===== src/rtl/modn_pkg.sv =====
package modn_pkg;

    localparam int CW = 4;

    typedef logic [CW-1:0] cnt_t;

    typedef enum logic {
        MODE_SEVEN = 1'b0,
        MODE_SIX   = 1'b1
    } modn_mode_e;

    typedef struct packed {
        logic ld;
        logic inc;
        cnt_t d;
    } ctr_ctl_t;

    localparam cnt_t SEVEN_PRESET = cnt_t'(0);
    localparam cnt_t SEVEN_LAST   = cnt_t'(6);
    localparam cnt_t SIX_PRESET   = cnt_t'(9);
    localparam cnt_t SIX_LAST     = cnt_t'(14);

    function automatic cnt_t preset_of(modn_mode_e m);
        return (m == MODE_SIX) ? SIX_PRESET : SEVEN_PRESET;
    endfunction

    function automatic cnt_t last_of(modn_mode_e m);
        return (m == MODE_SIX) ? SIX_LAST : SEVEN_LAST;
    endfunction

    // Seven-state cycle never holds codes above 6, so bits 2 and 1 suffice.
    function automatic logic at_last(modn_mode_e m, cnt_t q);
        if (m == MODE_SIX)
            return q == SIX_LAST;
        return q[2] & q[1];
    endfunction

endpackage


===== src/rtl/modn_bin_ctr.sv =====
module modn_bin_ctr
    import modn_pkg::*;
(
    input  logic     clk,
    input  logic     rst,
    input  cnt_t     rst_val,
    input  ctr_ctl_t ctl,
    output cnt_t     q,
    output logic     co
);

    always_ff @(posedge clk) begin
        if (rst)
            q <= rst_val;
        else if (ctl.ld)
            q <= ctl.d;
        else if (ctl.inc)
            q <= q + cnt_t'(1);
    end

    assign co = ctl.inc & (&q);


    ld_wins_chk: assert property (@(posedge clk) disable iff (rst)
        ctl.ld |=> q == $past(ctl.d));


    inc_step_chk: assert property (@(posedge clk) disable iff (rst)
        (!ctl.ld && ctl.inc) |=> q == $past(q) + cnt_t'(1));


    idle_hold_chk: assert property (@(posedge clk) disable iff (rst)
        (!ctl.ld && !ctl.inc) |=> $stable(q));

endmodule


===== src/rtl/modn_last_detect.sv =====
module modn_last_detect
    import modn_pkg::*;
(
    input  modn_mode_e mode,
    input  logic       en,
    input  cnt_t       q,
    output ctr_ctl_t   ctl,
    output logic       hit
);

    logic is_last;

    always_comb begin
        is_last = at_last(mode, q);
        hit     = en & is_last;
        ctl.ld  = hit;
        ctl.inc = en;
        ctl.d   = preset_of(mode);
    end

endmodule


===== src/rtl/modn_counter.sv =====
module modn_counter
    import modn_pkg::*;
(
    input  logic          clk,
    input  logic          rst,
    input  logic          en,
    input  logic          mode_sel,
    output logic [CW-1:0] count,
    output logic          wrap
);

    modn_mode_e mode_q;
    modn_mode_e mode_in;
    ctr_ctl_t   ctl;
    cnt_t       q;
    cnt_t       rst_val;
    logic       hit;
    logic       co;

    assign mode_in = modn_mode_e'(mode_sel);
    assign rst_val = preset_of(mode_in);

    always_ff @(posedge clk) begin
        if (rst)
            mode_q <= mode_in;
    end

    modn_last_detect u_detect (
        .mode (mode_q),
        .en   (en),
        .q    (q),
        .ctl  (ctl),
        .hit  (hit)
    );

    modn_bin_ctr u_ctr (
        .clk     (clk),
        .rst     (rst),
        .rst_val (rst_val),
        .ctl     (ctl),
        .q       (q),
        .co      (co)
    );

    assign count = q;
    assign wrap  = hit & ~rst;


    mode_lock_chk: assert property (@(posedge clk) disable iff (rst)
        1'b1 |=> $stable(mode_q));


    seven_range_chk: assert property (@(posedge clk) disable iff (rst)
        (mode_q == MODE_SEVEN) |-> (count <= SEVEN_LAST));


    six_range_chk: assert property (@(posedge clk) disable iff (rst)
        (mode_q == MODE_SIX) |-> (count >= SIX_PRESET && count <= SIX_LAST));


    wrap_reload_chk: assert property (@(posedge clk) disable iff (rst)
        wrap |=> count == preset_of(mode_q));


    en_low_hold_chk: assert property (@(posedge clk) disable iff (rst)
        !en |=> $stable(count));


    no_carry_chk: assert property (@(posedge clk) disable iff (rst)
        !co);

endmodule


===== config.mk =====
export PLATFORM = sky130hd
export DESIGN_NAME = modn_counter
export DESIGN_NICKNAME = d
export VERILOG_FILES = /design/src/rtl/modn_pkg.sv /design/src/rtl/modn_bin_ctr.sv /design/src/rtl/modn_last_detect.sv /design/src/rtl/modn_counter.sv
export SDC_FILE = /design/constraint.sdc
export NUM_CORES = 1
export LEC_CHECK = 0
export BUFFER_PORTS_ARGS = -buffer_cell sky130_fd_sc_hd__buf_2
export CAP_MARGIN = 25
export CELL_PAD_IN_SITES_DETAIL_PLACEMENT = 0
export CELL_PAD_IN_SITES_GLOBAL_PLACEMENT = 2
export CORE_AREA = 2 2 39 41
export CTS_CLUSTER_DIAMETER = 60
export CTS_CLUSTER_SIZE = 28
export DETAILED_ROUTE_END_ITERATION = 8
export DIE_AREA = 0 0 41 43
export PLACE_DENSITY = 0.58
export SETUP_SLACK_MARGIN = 0.4
export SLEW_MARGIN = 20
export SYNTH_ARGS = -nofsm -noshare
export SYNTH_HDL_FRONTEND = slang
export SYNTH_SLANG_ARGS = --single-unit
export TNS_END_PERCENT = 100

===== constraint.sdc =====
create_clock -name clk -period 1.9 [get_ports clk]
set_input_delay 0.285 -clock clk [delete_from_list [all_inputs] [get_ports clk]]
set_output_delay 0.285 -clock clk [all_outputs]
set_load 0.05 [all_outputs]

# Yosys cells after proc, flatten, opt, wreduce, memory -nomap -nowiden
# Cells that the tools add are included.
# op_classes
muxes	8
eq_ne	1
n_reduce_logical	1
add_sub_neg	1
bitwise_logic	4
# ops
cell	n
4-bit two-way mux	5
4-bit by 1-bit adder with 4-bit output, second input constant	1
4-bit == test, second input constant	1
1-bit AND	3
1-bit two-way mux	3
3-bit nonzero test	1
1-bit NOT	1
# totals
output_inout_bits	5
inputBits	4
register_bits	5
wordCells	17

# Depth between registers and ports, before layout
# depth
word_depth	6
mapped_depth	5
mapped_depth_nobuf	5

# Modules after synthesis
# From an unflattened synthesis, not the netlist that was laid out.
# hier_totals
hier_cells	37
hier_area_um2	385.4
# modules_own_cells
module	area_per_inst_um2	cells_each	seq_area_each_um2	instances
modn_bin_ctr	269.0	24	120.1	1
modn_last_detect	68.8	10	0.0	1
modn_counter	47.5	3	30.0	1

# Worst setup path before layout
# OpenSTA, ideal clock, no wires.
# synth_path
path_kind	register to output
startpoint	register u_ctr.q[0]
endpoint	output port wrap
t_required_ps	1615
t_arrival_ps	1902
setup_slack_ps	-287
n_path_buf	0
path_stages_with_launch	6
cell_sequence	edfxtp_1 > inv_1 > ha_1 > and3_4 > o211ai_1 > nor2_1
# synth_via
elab_chain_len	5
# synth_lines
element	line_no	text
from (decl)	modn_bin_ctr.sv:8	output cnt_t q,
from (signal assigned)	modn_bin_ctr.sv:14	q <= rst_val;
from (signal assigned)	modn_bin_ctr.sv:16	q <= ctl.d;
from (signal assigned)	modn_bin_ctr.sv:18	q <= q + cnt_t'(1);
4-bit == test	modn_pkg.sv:34	return q == SIX_LAST;
1-bit two-way mux	modn_pkg.sv:33	if (m == MODE_SIX)
1-bit two-way mux	modn_pkg.sv:35	return q[2] & q[1];
1-bit AND	modn_last_detect.sv:15	hit = en & is_last;
1-bit AND	modn_counter.sv:46	assign wrap = hit & ~rst;
to (decl)	modn_counter.sv:9	output logic wrap
# No other way between the ends. The select of a mux whose other input is x is not followed.

# Worst setup path in the final report
# layout_path
startpoint	register u_ctr.q[1]
endpoint	output port wrap
# layout_via
elab_chain_len	5
elab_cells_between_ends	6
classes_between	eq/ne: 1; mux: 2; bitwise: 3
# layout_lines
element	line_no
4-bit == test	modn_pkg.sv:34
1-bit two-way mux	modn_pkg.sv:33
1-bit two-way mux (*)	modn_pkg.sv:35
1-bit AND (*)	modn_last_detect.sv:15
1-bit AND (*)	modn_counter.sv:46
# Mark *: on every way between the ends. The rest lies on a longest branch, timed or not. The select of a mux whose other input is x is not followed.

==> metrics <==
RSZ-0062 raised after global routing=true; total die area=0.00176 mm²; Core Footprint=0.00138 mm²; Final min period=1.81 ns; Reg clk slew, reported paths=approximately 0.040 ns; area delta synth->final=60.2%; clk_lat worst skew=between 0.2 and 0.25 ns; Logic pwr share=36.0%; IO Pins=9; total grt overflow=0; Die H=43 µm; Sequential Power Share=36.9%; Global Route Usage Sum=a little over a tenth; DP Worst Slack=between 0.15 and 0.2 ns; count of standard-cell rows=14; Critical Path, Cell by Cell=ha_4 -> and3_4 -> o211ai_1 -> buf_4 -> nor2_4 -> buf_6; H-Tree Depth=1; crit share post-route=between 90% and 100%; setup_tns=0 ns; Final setup viols=0; number of iterations in the first detailed-routing pass=4; crit-path leading delay family=flip-flops; vias in the first global route=290; critical path endpoint category=output pin; Worst Max-Slew Pin Slew=0.263 ns; Max Fclk=~550 MHz; Int Power=approximately 0.00028 W; Inserted Diodes=0; critical path launch point type=register; synth warn=0; Max-slew headroom=82.3%; DRC viols=0; Critical Path Max Stage Delay=around 0.43 ns; Post-Syn Area per Cell=11.7 µm²; final setup margin=~0.094 ns; vias per cell=4.68; Hold Slack=0.238 ns; clk buf depth=2; CP max stage cell=edfxtp_1; Routed Antenna Nets=0; worst hold path class=in -> reg; synth unique cells=18; initial core utilization=between 20 and 25%; P_sw=~0.00015 W; VDD IR-drop max=around 360 µV; CTS tree=done; WP buf/inv=2; Leak=between 0.2 and 0.25 nW; pwr dens=886 mW/mm²; Slew Viols, Final=0; fill count=138; initial antenna violation count=0; Hold-fix buffers, CTS=0; Netlist Area Pre-Place=305 µm²; via count=290; share of layout cells above drive strength 1=a little under three fifths; worst-path maximum fanout=2; die width=just over 40 µm; CTS Buf Count=3; Total Wirelength=~810 µm; Synth Register Bits=5; Root Buffer Master=clkbuf_4; Fin Clk Skew=roughly 0.0011 ns; WP data required=1.62 ns; Switching Share=34.8%; status=complete, no violations; clock network power share=between 20% and 30%; Seq/Total Area, Yosys=around 50%; first-pass GRT wire length=between 1 and 1.5 mm; initial DRC count=2; GPL Wtd Cong=just under 0.7; Port Buffer Count=8; largest net degree at the start of global routing=8; Final Hold Viols=0; layout net count=53; crit path DAT=~1.5 ns; Post-Synthesis Cells=26; wire length per cell=~13 µm; syn nets=32; post-DP HPWL=527 µm; critical path class=reg -> out; total of max-cap violations=0; CTS Sinks=5
-- power groups by stage --
stage | sequential [W] | clock (W) | combinational [W]
2_1_floorplan | 0.000205 | 0 | 0.0000421
6_report | 0.000160 | 0.000118 | 0.000156
5_1_grt | 0.000162 | 0.000130 | 0.000165
4_1_cts | 0.000158 | 0.000125 | 0.000142
3_5_place_dp | 0.000164 | 0 | 0.000116
3_3_place_gp | 0.000163 | 0 | 0.000117
-- final cells by class --
cell class / instances / area [µm²] / share of cell area (%)
Timing Repair Buffer: 16 / 110 / 22.5
Sequential cell: 5 / 150 / 30.7
Inverter: 1 / 3.75 / 0.767
Tap cell: 16 / 20.0 / 4.09
Multi-Input combinational cell: 20 / 179 / 36.6
Clock buffer: 4 / 26.3 / 5.37
-- flip-flops by register name, summed over array words and instances (netlist names) --
| signal | flops |
|---|---|
| u_ctr.q | 4 |
| mode_q | 1 |
-- synthesized netlist by cell type (all sizes together) --
cell | n | area [µm²]
edfxtp | 5 | 150
nor3 | 3 | 15.0
ha | 2 | 25.0
nand2 | 2 | 7.51
a21oi | 1 | 5.00
a31o | 1 | 8.76
a32oi | 1 | 8.76
and3 | 1 | 11.3
inv | 1 | 3.75
nand3 | 1 | 5.00
nor2 | 1 | 3.75
nor2b | 1 | 13.8
o211a | 1 | 10.0
o211ai | 1 | 7.51
o21a | 1 | 7.51
o31ai | 1 | 7.51
or2 | 1 | 6.26
xnor2 | 1 | 8.76
-- what timing repair did --
action | in CTS | in global routing
endpoints found under the setup margin | 2 | 2
cloned | 0 | 0
resized for setup | 5 | 1
setup buffers | 5 | 3
pin swaps | 4 | 1
-- metrics by stage --
| stage | area, µm² | power [W] | util, % | std cells |
|---|---|---|---|---|
| 6_report | 489 | 0.000433 | 35.4 | 62 |
| 5_1_grt | 489 | 0.000457 | 35.4 | 62 |
| 4_1_cts | 457 | 0.000425 | 33.0 | 59 |
| 3_5_place_dp | 373 | 0.000280 | 26.9 | 50 |
| 3_3_place_gp | 373 | 0.000280 | 26.9 | 50 |
| 2_1_floorplan | 313 | 0.000247 | - | 26 |
-- final timing paths --
path | end | startpoint | slack, ns | depth (start not counted)
setup / recovery | wrap | u_ctr.q[1]$_SDFFCE_PP0P_ | 0.09 | 6
hold / removal | mode_q$_DFFE_PP_ | mode_sel | 0.24 | 1
hold reg to reg | u_ctr.q[3]$_DFFE_PP_ | u_ctr.q[3]$_DFFE_PP_ | 0.76 | 2
setup reg to reg | u_ctr.q[3]$_DFFE_PP_ | u_ctr.q[1]$_SDFFCE_PP0P_ | 0.26 | 7
-- cells by family after synthesis --
family                     count (synthesis)  share of synthesized area (%)
and+or+nand+nor                           10                           20.5
AOI/OAI and AO/OA                          7                           18.0
DFF                                        5                           49.2
adders and majority gates                  2                           8.20
xor gates and xnor gates                   1                           2.87
buffers and inverters                      1                           1.23
-- routing by layer --
| layer | vias to the layer above | GRT usage (%) | share of wire [%] |
|---|---|---|---|
| met5 | - | 0 | 0 |
| met4 | 0 | 8.67 | 2.0 |
| met3 | 2 | 5.76 | 5.2 |
| met2 | 9 | 15.0 | 57 |
| met1 | 138 | 10.3 | 36 |
| li1 | 141 | - | - |
-- placed cells by master, fill, tap and decap left out --
cell and instances:
nand2_1 2, xnor2_1 1, buf_2 7, inv_2 1
a32oi_2 1, clkbuf_4 3, nand3_1 1, nor2b_4 1
nor2_4 1, clkbuf_1 1, a21oi_1 1, ha_1 1
buf_6 2, o211ai_1 1, a31o_1 1, ha_4 1
buf_4 7, nor3_1 3, or2_2 1, o31ai_1 1
edfxtp_1 5, o211a_1 1, and3_4 1, o21a_1 1
Note: power is estimated with default switching activity, not from simulation.
